--- config.mk ---
export PLATFORM = sky130hd
export DESIGN_NAME = snoop_coh_ctrl
export DESIGN_NICKNAME = d
export VERILOG_FILES = /design/src/rtl/snoop_coh_ctrl.sv
export SDC_FILE = /design/constraint.sdc
export NUM_CORES = 1
export LEC_CHECK = 0
export ABC_AREA = 1
export BUFFER_PORTS_ARGS = -buffer_cell sky130_fd_sc_hd__buf_2
export CAP_MARGIN = 5
export CORE_ASPECT_RATIO = 0.7
export CORE_MARGIN = 3
export CORE_UTILIZATION = 50
export DETAILED_ROUTE_END_ITERATION = 12
export GPL_ROUTABILITY_DRIVEN = 0
export GPL_TIMING_DRIVEN = 1
export PLACE_DENSITY = 0.7
export SLEW_MARGIN = 10
export SYNTH_ARGS = -nofsm -noshare
export SYNTH_HDL_FRONTEND = slang
export SYNTH_SLANG_ARGS = --single-unit
--- constraint.sdc ---
create_clock -name clk -period 1.7 [get_ports clk]
set_input_delay 0.17 -clock clk [delete_from_list [all_inputs] [get_ports clk]]
set_output_delay 0.17 -clock clk [all_outputs]
set_load 0.01 [all_outputs]
--- src/rtl/snoop_coh_ctrl.sv ---
module snoop_coh_ctrl #(
  parameter int IW = 4
) (
  input  logic          clk,
  input  logic          rst_n,
  input  logic          cpu_req,
  input  logic          cpu_we,
  input  logic          cpu_nc,
  input  logic [IW-1:0] cpu_addr,
  output logic          cpu_stall,
  output logic          cpu_done,
  output logic [1:0]    line_state,
  input  logic          snp_valid,
  input  logic          snp_we,
  input  logic [IW-1:0] snp_addr,
  output logic          inv_req,
  output logic [IW-1:0] inv_addr,
  input  logic          inv_gnt,
  input  logic          rinv_valid,
  input  logic [IW-1:0] rinv_addr
);
  localparam int LINES = 1 << IW;
  localparam logic [1:0] S_INV = 2'd0, S_SHR = 2'd1, S_EXC = 2'd2;

  typedef enum logic [1:0] {P_IDLE, P_CHECK, P_UPG} phase_t;

  phase_t        ph;
  logic          r_we, r_nc;
  logic [IW-1:0] r_addr;
  logic [1:0]    st  [LINES];
  logic [1:0]    nxt [LINES];

  wire [1:0] cur      = st[r_addr];
  wire       need_upg = r_we && !r_nc && (cur != S_EXC);
  wire       won      = (ph == P_UPG) && inv_gnt;

  assign cpu_stall  = (ph != P_IDLE);
  assign inv_req    = (ph == P_UPG);
  assign inv_addr   = r_addr;
  assign cpu_done   = ((ph == P_CHECK) && !need_upg) || won;
  assign line_state = st[cpu_addr];

  always_ff @(posedge clk) begin
    if (!rst_n) begin
      ph     <= P_IDLE;
      r_we   <= 1'b0;
      r_nc   <= 1'b0;
      r_addr <= '0;
    end else begin
      case (ph)
        P_IDLE: if (cpu_req) begin
          ph     <= P_CHECK;
          r_we   <= cpu_we;
          r_nc   <= cpu_nc;
          r_addr <= cpu_addr;
        end
        P_CHECK: ph <= need_upg ? P_UPG : P_IDLE;
        P_UPG:   if (inv_gnt) ph <= P_IDLE;
        default: ph <= P_IDLE;
      endcase
    end
  end

  always_comb begin
    for (int i = 0; i < LINES; i++) begin
      nxt[i] = st[i];
      if ((ph == P_CHECK) && !r_we && (r_addr == IW'(i)) && (st[i] == S_INV))
        nxt[i] = S_SHR;
      if (won && (r_addr == IW'(i))) begin
        nxt[i] = S_EXC;
      end else begin
        if (snp_valid && (snp_addr == IW'(i))) begin
          if (snp_we) nxt[i] = S_INV;
          else if (nxt[i] == S_EXC) nxt[i] = S_SHR;
        end
        if (rinv_valid && (rinv_addr == IW'(i)))
          nxt[i] = S_INV;
      end
    end
  end

  always_ff @(posedge clk) begin
    if (!rst_n) begin
      for (int i = 0; i < LINES; i++) st[i] <= S_INV;
    end else begin
      st <= nxt;
    end
  end
endmodule

# After elaboration in Yosys (flattened, before gate mapping)
# Cells that the tools add are included.
[op_classes]
reduce_logical = 128
mux = 106
n_eq_ne = 66
magnitude_cmp = 2
bitwise_logic = 3
[op_table]
columns = ["op", "count"]
rows = [
  ["$mux W2", 103],
  ["$eq A4 B4 Y1 const B", 24],
  ["$logic_and A1 B1 Y1", 85],
  ["$eq A4 B3 Y1 const B", 12],
  ["$reduce_or A3 Y1", 16],
  ["$eq A2 B2 Y1 const B", 17],
  ["$logic_not A2 Y1", 17],
  ["$eq A4 B2 Y1 const B", 6],
  ["$bmux W2 S4", 2],
  ["$eq A4 B1 Y1 const B", 3],
  ["$logic_not A4 Y1", 3],
  ["$ge A5 B5 Y1 const B", 2],
  ["$not A4 Y5", 2],
  ["$pmux W2 S3", 1],
  ["$ne A2 B2 Y1 const B", 2],
  ["$reduce_and A2 Y1", 2],
  ["$logic_not A1 Y1", 3],
  ["$eq A2 B1 Y1 const B", 1],
  ["$ne A2 B1 Y1 const B", 1],
  ["$reduce_bool A2 Y1", 1],
  ["$logic_or A1 B1 Y1", 1],
  ["$not A1 Y1", 1],
]
[word_totals]
wordCells = 341
output_inout_bits = 9
inputBits = 21
register_bits = 40

# Longest topological paths before layout
# Gate-level depths: netlist of run 1.
[logic_depth]
ltp_word = 11
ltp_mapped = 14
mapped_depth_nobuf = 13

# Worst setup path before layout of run 1
# Ideal clock, no wire load.
[synth_timing]
path_kind = "flip-flop to output port"
start = "register r_addr[0], in the netlist inv_addr[0]"
end = "output port cpu_done"
path_stages_with_launch = 14
arrival_ps = 1268
required_time_ps = 1530
setup_slack_ps = 262
n_path_buf = 1
cell_sequence = "dfxtp_1 > buf_2 > nand2_1 > nand2_1 > nand2_1 > nand2_1 > nand2_1 > nand2_1 > clkinv_1 > nand2_1 > nand2_1 > nand2_1 > nand2_1 > nand2_1"
[synth_between]
elab_chain_len = 9
[synth_lines]
columns = ["element", "line_no", "rtl"]
rows = [
  ["from (decl)", "29", "logic [IW-1:0] r_addr;"],
  ["from (signal assigned)", "55", "r_addr <= cpu_addr;"],
  ["$not A4 Y5 (not written as such)", "33", "wire [1:0] cur = st[r_addr];"],
  ["$bmux W2 S4", "33", ""],
  ["$mux W2 (not written as such) (2 in a row)", "33", ""],
  ["$ne A2 B2 Y1", "34", "wire need_upg = r_we && !r_nc && (cur != S_EXC);"],
  ["$logic_and A1 B1 Y1", "34", ""],
  ["$logic_not A1 Y1", "40", "assign cpu_done = ((ph == P_CHECK) && !need_upg) || won;"],
  ["$logic_and A1 B1 Y1", "40", ""],
  ["$logic_or A1 B1 Y1", "40", ""],
  ["to (decl)", "11", "output logic cpu_done,"],
]
# Every way passes these cells. The select of a mux whose other input is x is not followed.

# Worst setup path after layout of run 1
# Ends and elaborated chain as after synthesis.

==> results of run 1 <==
## metrics by stage
| step | util | hold WS, ns | TNS (ns) |
|---|---|---|---|
| finish | 0.608 | 0.132 | -0.164 |
| global route | 0.608 | 0.132 | -0.334 |
| CTS | 0.587 | 0.139 | -0.114 |
| detailed placement | 0.569 | 0.449 | 0 |
| global placement | 0.569 | 0.422 | 0 |
| floorplan | - | 0.327 | 0 |
## registers in the layout, indices dropped and copies added (netlist names)
register	count
st	32
r_nc	1
r_we	1
inv_addr	4
ph	2
## power groups by stage
stage	logic [mW]	clock network, mW	registers, mW
5_1_grt	0.474	0.642	0.986
6_report	0.440	0.602	0.983
2_1_floorplan	0.239	0	0.995
4_1_cts	0.395	0.596	0.977
3_5_place_dp	0.389	0	0.996
3_3_place_gp	0.385	0	0.996
## worst paths after layout
check / from / to / slack [ns] / cells past startpoint
hold reg to reg: st[21]$_SDFF_PN0_ / st[20]$_SDFF_PP0_ / 0.49 / 2
setup / recovery: inv_addr[0]$_SDFFE_PN0P_ / cpu_done / -0.16 / 12
setup reg to reg: ph[0]$_SDFFE_PN0P_ / st[14]$_SDFF_PP0_ / 0.10 / 6
hold / removal: cpu_nc / r_nc$_SDFFE_PN0P_ / 0.13 / 3
## synthesized netlist by cell type, drive strengths merged (2+ instances only)
master,n,area share
nor3,7,0.014
o21ai,37,0.065
o221ai,6,0.019
nand4,2,0.0044
nor2,54,0.076
a31oi,7,0.015
a221oi,12,0.037
clkinv,5,0.0066
nand3,40,0.071
o31ai,2,0.0053
dfxtp,40,0.28
a21oi,42,0.074
inv,52,0.069
clkbuf,9,0.012
o22ai,2,0.0044
nand2,161,0.21
buf,8,0.018
## cell families after synthesis
| group | after synthesis | synth area share |
|---|---|---|
| AO/OA/AOI/OAI | 112 | 0.232 |
| AND/OR/NAND/NOR | 264 | 0.379 |
| buffers and inverters | 74 | 0.105 |
| flip-flops | 40 | 0.283 |
## repair_timing
action                     4_1_cts  5_1_grt
resized for setup               12       24
pin swaps                        0       11
setup endpoints to repair        1        3
cloned                           0        2
buffers inserted                 0        2
## final cells by class
class | count | share of cell area
Timing Repair Buffer | 41 | 0.0886
Sequential cell | 40 | 0.250
Inverter | 57 | 0.0686
Tap cell | 72 | 0.0277
Clock buffer | 5 | 0.0212
Multi-Input combinational cell | 376 | 0.544
## per-layer routing
layer | up-vias | global-route usage | wire length [µm]
met5 | - | 0 | 0
met4 | 0 | 0.0638 | 237
met3 | 30 | 0.0651 | 1210
met2 | 202 | 0.492 | 4220
met1 | 1611 | 0.431 | 4320
li1 | 1683 | - | -
## worst max-delay path, cell delays in order (launching register included)
cell and delay [ns]:
dfxtp_4 0.41, clkbuf_16 0.17, o21ai_2 0.19, nand2_1 0.08
nand2_1 0.07, nand2_1 0.05, nand2_1 0.06, nor2_1 0.05
nand2_2 0.06, nand2_2 0.05, nand2_2 0.05, nand2_1 0.04
buf_2 0.13
==> results.py, run 1 <==
metrics = {
    "run_status": {
        "status": "finished, violations left",
        "violations": "negative setup slack",
    },
    "synth": {
        "synthCells": 490,
        "yosysWarnings": 0,
        "syn_area_mm2": 0.00283,
        "yosysUniqueCellTypes": 28,
        "avgSynthCellArea_um2": 5.77,
        "ys_async_sr_fraction": 0,
        "ys_seq_area_frac": 0.283,
        "synth-seq-cells": 40,
        "synth_fp_nets": 511,
        "ys.flop_type": "dfxtp_1",
        "synth_edf_count": 0,
    },
    "global_routing": {
        "grt_pass1_wl_um": 15400,
        "antenna_found_initial": 0,
        "grt_max_degree": 34,
        "grt_pass1_vias": 2984,
        "gr-usage-all-layers": 0.308,
        "grt_overflow": 0,
    },
    "power": {
        "p_clk_frac": 0.297,
        "swShare": 0.326,
        "power_switching_mw": 0.660,
        "p_comb_frac": 0.217,
        "p_int_mw": 1.36,
        "finalPower_mw": 2.02,
        "p_per_area_mw_per_mm2": 623,
        "ir_drop_mv": 0.365,
        "power_frac_seq": 0.486,
        "leakage_nw": 1.40,
    },
    "clock_network": {
        "cts_buffer_depth": 2,
        "htree_levels": 2,
        "path_clk_slew_ns": 0.08,
        "numCtsBuffers": 5,
        "cts-root-buf": "clkbuf_8",
        "cts_sinks": 40,
        "cts_tree": "yes",
        "clk-insertion-delay-late_ns": 0.30,
        "hold_buffers": 0,
    },
    "critical_path": {
        "cp-end-kind": "primary output",
        "critPathKind": "reg2out",
        "start_kind": "flip-flop",
        "crit_arrival_ns": 1.69,
        "crit_required_ns": 1.53,
        "crit_fanout": 5,
    },
    "drt": {
        "num_vias": 3526,
        "drt_iter0_markers": 392,
        "drt_first_pass_iters": 6,
        "wl_um": 9990,
        "final_antenna_net_count": 0,
        "drcViolationCount": 0,
        "wire_per_inst_um": 16.9,
        "vias_per_cell": 5.97,
    },
    "layout": {
        "drive_gt1_frac": 0.148,
        "final_cell_mix": "147 x nand2_1, 51 x nor2_1, 50 x inv_1",
        "multiInputGateArea_mm2": 0.00177,
        "layout.nets": 542,
        "post-route-cell-area_mm2": 0.00325,
        "register_area_um2": 811,
        "nFillCells": 538,
        "final_common_cell": "nand2_1",
        "diodes": 0,
        "syn2layout_area_growth_pct": 14.9,
        "final_cells": 591,
    },
    "sta": {
        "setup_violations": 1,
        "rsz0062_at_grt": "true",
        "fmax_mhz": 537,
        "clock-skew-final_ns": 0.0116,
        "finalMaxSlewViolations": 0,
        "finalCriticalPeriod_ns": 1.86,
        "hold_viol": 0,
        "worst_pin_slew_ns": 0.462,
        "finalCritPeriodShare": 1.10,
        "setup_ws_ns": -0.164,
        "max_slew_margin": 0.690,
    },
    "placement": {
        "pre_cts_slack_ns": 0.0556,
        "dpl_cell_area_mm2": 0.00304,
        "io_buffers": 29,
        "dpl.cell_count": 582,
        "place_hpwl_um": 7330,
    },
    "run": {
        "cap_viol_max_count": 0,
    },
    "die": {
        "die_y_um": 68.9,
        "num_io_pins": 30,
        "core_mm2": 0.00534,
        "dieArea_mm2": 0.00661,
        "die-width_um": 95.9,
        "num_rows": 22,
        "start_util": 0.530,
    },
    "hold_path": {
        "hold_path.class": "in2reg",
    },
}
No activity file was read; power rests on OpenSTA's default activity.
==> run 2, diff against run 1 <==
CORE_UTILIZATION = 41   (was 50)
PLACE_DENSITY = unset   (was 0.7)
==> run 2 against run 1 <==
The flow still finishes with violations (negative setup slack). First-iteration DRC count decreased by 25%. Flip-flop and latch count unchanged. Total power decreased by 0.82%. Die area increased by 20%. Via count decreased by 3.5%. Critical path depth increased by 2. Fmax increased by 3.1%. Worst setup slack improved by 0.056 ns. Global-route usage decreased by 4.6 points. Clock skew decreased by 0.0018 ns. Final cell count increased by 3.0%. Highest routed layer unchanged.
==> results.py, run 2 (synthesized netlist as in run 1, its figures left out) <==
metrics = {
    "hold_path": {
        "hold_depth": 3,
        "hold_path.class": "in2reg",
    },
    "sta": {
        "max_slew_margin": 0.665,
        "finalMaxSlewViolations": 0,
        "finalCriticalPeriod_ns": 1.81,
        "fmax_mhz": 553,
        "setup_ws_ns": -0.107,
        "setup_violations": 1,
        "worst_pin_slew_ns": 0.502,
        "hold_viol": 0,
        "finalCritPeriodShare": 1.06,
        "rsz0062_at_grt": "true",
        "clock-skew-final_ns": 0.00975,
    },
    "drt": {
        "wire_per_inst_um": 16.6,
        "wl_um": 10100,
        "final_antenna_net_count": 0,
        "drt_iter0_markers": 295,
        "drcViolationCount": 0,
        "vias_per_cell": 5.58,
        "num_vias": 3401,
        "drt_first_pass_iters": 5,
    },
    "power": {
        "power_switching_mw": 0.653,
        "power_frac_seq": 0.486,
        "p_per_area_mw_per_mm2": 626,
        "p_clk_frac": 0.301,
        "p_comb_frac": 0.213,
        "leakage_nw": 1.38,
        "ir_drop_mv": 0.297,
        "p_int_mw": 1.36,
        "swShare": 0.325,
    },
    "clock_network": {
        "htree_levels": 2,
        "hold_buffers": 0,
        "cts_buffer_depth": 2,
        "cts_tree": "yes",
        "path_clk_slew_ns": 0.08,
        "cts-root-buf": "clkbuf_8",
        "cts_sinks": 40,
        "cts_setup_buffers": 0,
        "numCtsBuffers": 5,
        "clk-insertion-delay-late_ns": 0.30,
    },
    "die": {
        "dieArea_mm2": 0.00795,
        "num_rows": 24,
        "core_mm2": 0.00646,
        "start_util": 0.438,
        "num_io_pins": 30,
        "die-width_um": 105,
        "die_y_um": 75.5,
    },
    "global_routing": {
        "grt_max_degree": 34,
        "grt_overflow": 0,
        "grt_pass1_wl_um": 16100,
        "grt_pass1_vias": 3091,
        "gr-usage-all-layers": 0.262,
        "antenna_found_initial": 0,
    },
    "layout": {
        "drive_gt1_frac": 0.116,
        "final_cells": 609,
        "diodes": 0,
        "largest_reg_flops": 32,
        "final_cell_mix": "160 x nand2_1, 50 x nor2_1, 50 x inv_1",
        "layout.nets": 541,
        "final_common_cell": "nand2_1",
        "top_register": "st",
        "post-route-cell-area_mm2": 0.00321,
        "syn2layout_area_growth_pct": 13.4,
    },
    "placement": {
        "dpl_cell_area_mm2": 0.00309,
        "dpl.cell_count": 603,
        "place_hpwl_um": 7480,
        "io_buffers": 29,
    },
    "critical_path": {
        "crit_arrival_ns": 1.64,
        "cp-end-kind": "primary output",
        "critPathKind": "reg2out",
        "crit_fanout": 16,
        "reg2regPathDepth": 6,
        "crit_required_ns": 1.53,
        "r2r_setup_slack_ns": 0.08,
        "start_kind": "flip-flop",
    },
    "run": {
        "cap_viol_max_count": 0,
    },
    "run_status": {
        "status": "finished, violations left",
        "violations": "negative setup slack",
    },
}
==> run 2: final timing paths <==
check                            from                end
max          inv_addr[0]$_SDFFE_PN0P_           cpu_done
max reg2reg        ph[0]$_SDFFE_PN0P_  st[22]$_SDFF_PP0_
min                            cpu_nc  r_nc$_SDFFE_PN0P_
min reg2reg         st[21]$_SDFF_PN0_  st[20]$_SDFF_PP0_
==> run 2: power groups by stage <==
| stage | logic [mW] | clock network (mW) | registers, mW |
|---|---|---|---|
| 5_1_grt | 0.468 | 0.645 | 0.978 |
| 6_report | 0.428 | 0.604 | 0.976 |
| 4_1_cts | 0.417 | 0.620 | 0.976 |
| 2_1_floorplan | 0.239 | 0 | 0.995 |
| 3_5_place_dp | 0.402 | 0 | 0.994 |
| 3_3_place_gp | 0.399 | 0 | 0.994 |
==> run 2: cell type report <==
class | count | area, µm²
repair buffers | 40 | 260
multi-input cells | 376 | 1740
clock buffers | 5 | 68.8
fillers | 695 | 3250
inverters | 57 | 218
well taps | 91 | 114
flip-flops and latches | 40 | 808
==> run 2: critical path: stages, from the launching register on <==
cell and delay, ns:
dfxtp_4 0.38, inv_4 0.15, nand2_1 0.07, nand2_1 0.07
nand2_1 0.05, nand2_1 0.06, nand2_1 0.05, nand2_1 0.06
clkinv_1 0.06, nand2_1 0.07, nand2_1 0.06, nand2_1 0.05
nand2_1 0.04, nand2_1 0.05, buf_2 0.13
==> run 2: metrics by stage <==
| step | utilization | setup slack, ns | total power [mW] | TNS (ns) | hold WS (ns) |
|---|---|---|---|---|---|
| floorplan | - | 0.262 | 1.23 | 0 | 0.327 |
| CTS | 0.495 | -0.107 | 2.01 | -0.107 | 0.117 |
| global route | 0.497 | -0.294 | 2.09 | -0.294 | 0.118 |
| global placement | 0.479 | 0.181 | 1.39 | 0 | 0.429 |
| finish | 0.497 | -0.107 | 2.01 | -0.107 | 0.123 |
| detailed placement | 0.479 | 0.169 | 1.40 | 0 | 0.441 |
==> run 2: repair_timing <==
action	4_1_cts	5_1_grt
pin swaps	2	0
setup endpoints to repair	1	3
gates cloned	1	0
endpoints found under the hold margin	0	0
gates resized for setup	8	5
==> run 2: metal layers <==
metal	vias to the layer above	wire, µm	GRT usage	part of all wire
met5	-	0	0	0
met4	0	323	0.114	0.032
met3	29	1050	0.0745	0.10
met2	169	4100	0.380	0.41
met1	1522	4630	0.365	0.46
li1	1681	-	-	-
==> run 3, diff against run 2 <==
ABC_AREA = 0   (was 1)
GPL_TIMING_DRIVEN = 0   (was 1)
TNS_END_PERCENT = 100   (was unset)
==> run 3 against run 2 <==
The run still ends with negative setup slack left. Routed wire length is 4.7% lower. Critical path depth is 7 lower. Clock-buffer cell count is 1 higher. Via count is 17% lower. Clock skew is 0.0027 ns lower. Critical path type unchanged. Critical endpoint unchanged.
==> results.py, run 3 <==
metrics = {
    "layout": {
        "final_cell_mix": "43 x nor2_1, 27 x buf_2, 26 x nand2_1",
        "syn2layout_area_growth_pct": 25.1,
        "largest_reg_flops": 32,
        "diodes": 0,
        "final_common_cell": "nor2_1",
        "final_core_util": 0.539,
        "nFillCells": 615,
        "layout.nets": 381,
        "final_cells": 452,
        "top_register": "st",
        "drive_gt1_frac": 0.349,
    },
    "synth": {
        "synthTopCellsByArea": "dfxtp_1 29%, mux4_2 8.2%, mux4_1 7.7%, nor2_1 6.8%, a221oi_1 3.8%",
        "ys.flop_type": "dfxtp_1",
        "ys_seq_area_frac": 0.292,
        "yosysWarnings": 0,
        "synth_edf_count": 0,
        "synth-seq-cells": 40,
        "ys_async_sr_fraction": 0,
        "yosysUniqueCellTypes": 50,
        "avgSynthCellArea_um2": 8.66,
        "synthCells": 317,
        "syn_area_mm2": 0.00274,
        "synthTopCellsByCount": "50 x nor2_1, 40 x dfxtp_1, 27 x nand2_1, 19 x o21ai_0",
        "yosys.area.top_type_share": 0.292,
        "synth_fp_nets": 338,
        "yosys.area.top_type": "dfxtp_1",
        "yosysMostFrequentCell": "nor2_1",
    },
    "clock_network": {
        "numCtsBuffers": 5,
        "clk-insertion-delay-late_ns": 0.30,
        "cts-root-buf": "clkbuf_8",
        "cts_sinks": 40,
        "cts_tree": "yes",
        "hold_buffers": 0,
        "path_clk_slew_ns": 0.09,
        "htree_levels": 2,
        "cts_buffer_depth": 2,
    },
    "sta": {
        "finalCriticalPeriod_ns": 2.41,
        "hold_viol": 0,
        "setup_violations": 14,
        "worst_pin_slew_ns": 0.961,
        "rsz0062_at_grt": "true",
        "finalMaxSlewViolations": 0,
        "fmax_mhz": 415,
        "max_slew_margin": 0.350,
        "finalCritPeriodShare": 1.42,
        "whs_ns": 0.0809,
        "clock-skew-final_ns": 0.00701,
        "setup_ws_ns": -0.709,
    },
    "power": {
        "power_frac_seq": 0.473,
        "p_per_area_mw_per_mm2": 602,
        "ir_drop_mv": 0.317,
        "p_clk_frac": 0.337,
        "leakage_nw": 1.16,
        "swShare": 0.305,
        "power_switching_mw": 0.630,
        "p_int_mw": 1.44,
        "p_comb_frac": 0.189,
    },
    "drt": {
        "final_antenna_net_count": 0,
        "drt_first_pass_iters": 5,
        "drcViolationCount": 0,
        "num_vias": 2828,
        "drt_iter0_markers": 293,
        "wire_per_inst_um": 21.3,
        "vias_per_cell": 6.26,
        "wl_um": 9620,
    },
    "run_status": {
        "violations": "negative setup slack",
        "status": "finished, violations left",
    },
    "critical_path": {
        "crit_required_ns": 1.53,
        "crit_fanout": 5,
        "cp-end-kind": "primary output",
        "start_kind": "flip-flop",
        "r2r_setup_slack_ns": -0.28,
        "crit_arrival_ns": 2.24,
        "reg2regPathDepth": 7,
        "critPathKind": "reg2out",
    },
    "global_routing": {
        "antenna_found_initial": 0,
        "gr-usage-all-layers": 0.254,
        "grt_pass1_wl_um": 14700,
        "grt_pass1_vias": 2582,
        "grt_overflow": 0,
        "grt_max_degree": 14,
    },
    "run": {
        "cap_viol_max_count": 0,
    },
    "die": {
        "core_mm2": 0.00637,
        "dieArea_mm2": 0.00773,
        "die-width_um": 104,
        "num_rows": 24,
        "die_y_um": 74.4,
        "num_io_pins": 30,
        "start_util": 0.431,
    },
    "placement": {
        "place_hpwl_um": 6910,
        "dpl.cell_count": 432,
        "io_buffers": 24,
    },
    "hold_path": {
        "hold_depth": 2,
        "hold_path.class": "in2reg",
    },
}
[run 3: logic make-up (layout without fill, tap and decap cells)]
kind of cell	Yosys count	after routing	synth area share
AOI/OAI and AO/OA	77	77	0.210
buffers and inverters	33	77	0.0520
DFF	40	40	0.292
muxes	24	24	0.181
and+or+nand+nor	143	143	0.266
[run 3: power groups by stage]
| stage | sequential, mW | combinational, mW | clock, mW |
|---|---|---|---|
| 2_1_floorplan | 0.991 | 0.207 | 0 |
| 3_3_place_gp | 0.995 | 0.312 | 0 |
| 3_5_place_dp | 0.995 | 0.315 | 0 |
| 4_1_cts | 0.977 | 0.354 | 0.712 |
| 5_1_grt | 0.981 | 0.423 | 0.749 |
| 6_report | 0.978 | 0.392 | 0.698 |
[run 3: area by class of cell]
| type | count | area, µm² | area share |
|---|---|---|---|
| Multi-Input combinational cell | 244 | 1950 | 0.567 |
| Inverter | 14 | 52.6 | 0.0153 |
| Sequential cell | 40 | 830 | 0.242 |
| Clock buffer | 6 | 82.6 | 0.0241 |
| Clock inverter | 2 | 15.0 | 0.00437 |
| Tap cell | 91 | 114 | 0.0332 |
| Buffer | 16 | 115 | 0.0335 |
| Timing Repair Buffer | 39 | 279 | 0.0813 |
[run 3: metrics by stage]
stage | power (mW) | TNS (ns) | cell area (µm²) | worst slack, ns
3_5_place_dp | 1.31 | -5.15 | 2980 | -0.421
2_1_floorplan | 1.20 | -0.0959 | 2750 | -0.0959
3_3_place_gp | 1.31 | -5.01 | 2980 | -0.421
4_1_cts | 2.04 | -1.60 | 3270 | -0.607
5_1_grt | 2.15 | -3.72 | 3430 | -0.749
6_report | 2.07 | -2.63 | 3430 | -0.709
[run 3: worst max-delay path, stage by stage, from the launching register on]
cell and delay [ns]:
dfxtp_4 0.36, buf_8 0.13, mux4_2 0.51, a22oi_2 0.21, nand2_1 0.09, a311oi_2 0.34
o22ai_1 0.14, buf_2 0.16
[run 3: what timing repair did]
item / CTS / global route
hold endpoints to repair: 0 / 0
pin swaps: 12 / 10
setup buffers: 8 / 7
setup endpoints to repair: 25 / 25
gates cloned: 1 / 0
gates resized for setup: 43 / 38
[run 3: path summary, 6_finish.rpt]
check / from / end
worst min-delay path: inv_gnt / ph[1]$_SDFFE_PN0P_
worst min register to register: st[2]$_SDFF_PP0_ / st[2]$_SDFF_PP0_
worst max-delay path: inv_addr[0]$_SDFFE_PN0P_ / cpu_done
worst max register to register: inv_addr[0]$_SDFFE_PN0P_ / ph[1]$_SDFFE_PN0P_
[run 3: metal layers]
layer / vias to the layer above / GRT usage / part of all wire
met5: - / 0.0238 / 0
met4: 0 / 0.0590 / 0.017
met3: 16 / 0.0902 / 0.14
met2: 150 / 0.364 / 0.41
met1: 1365 / 0.365 / 0.43
li1: 1297 / - / -
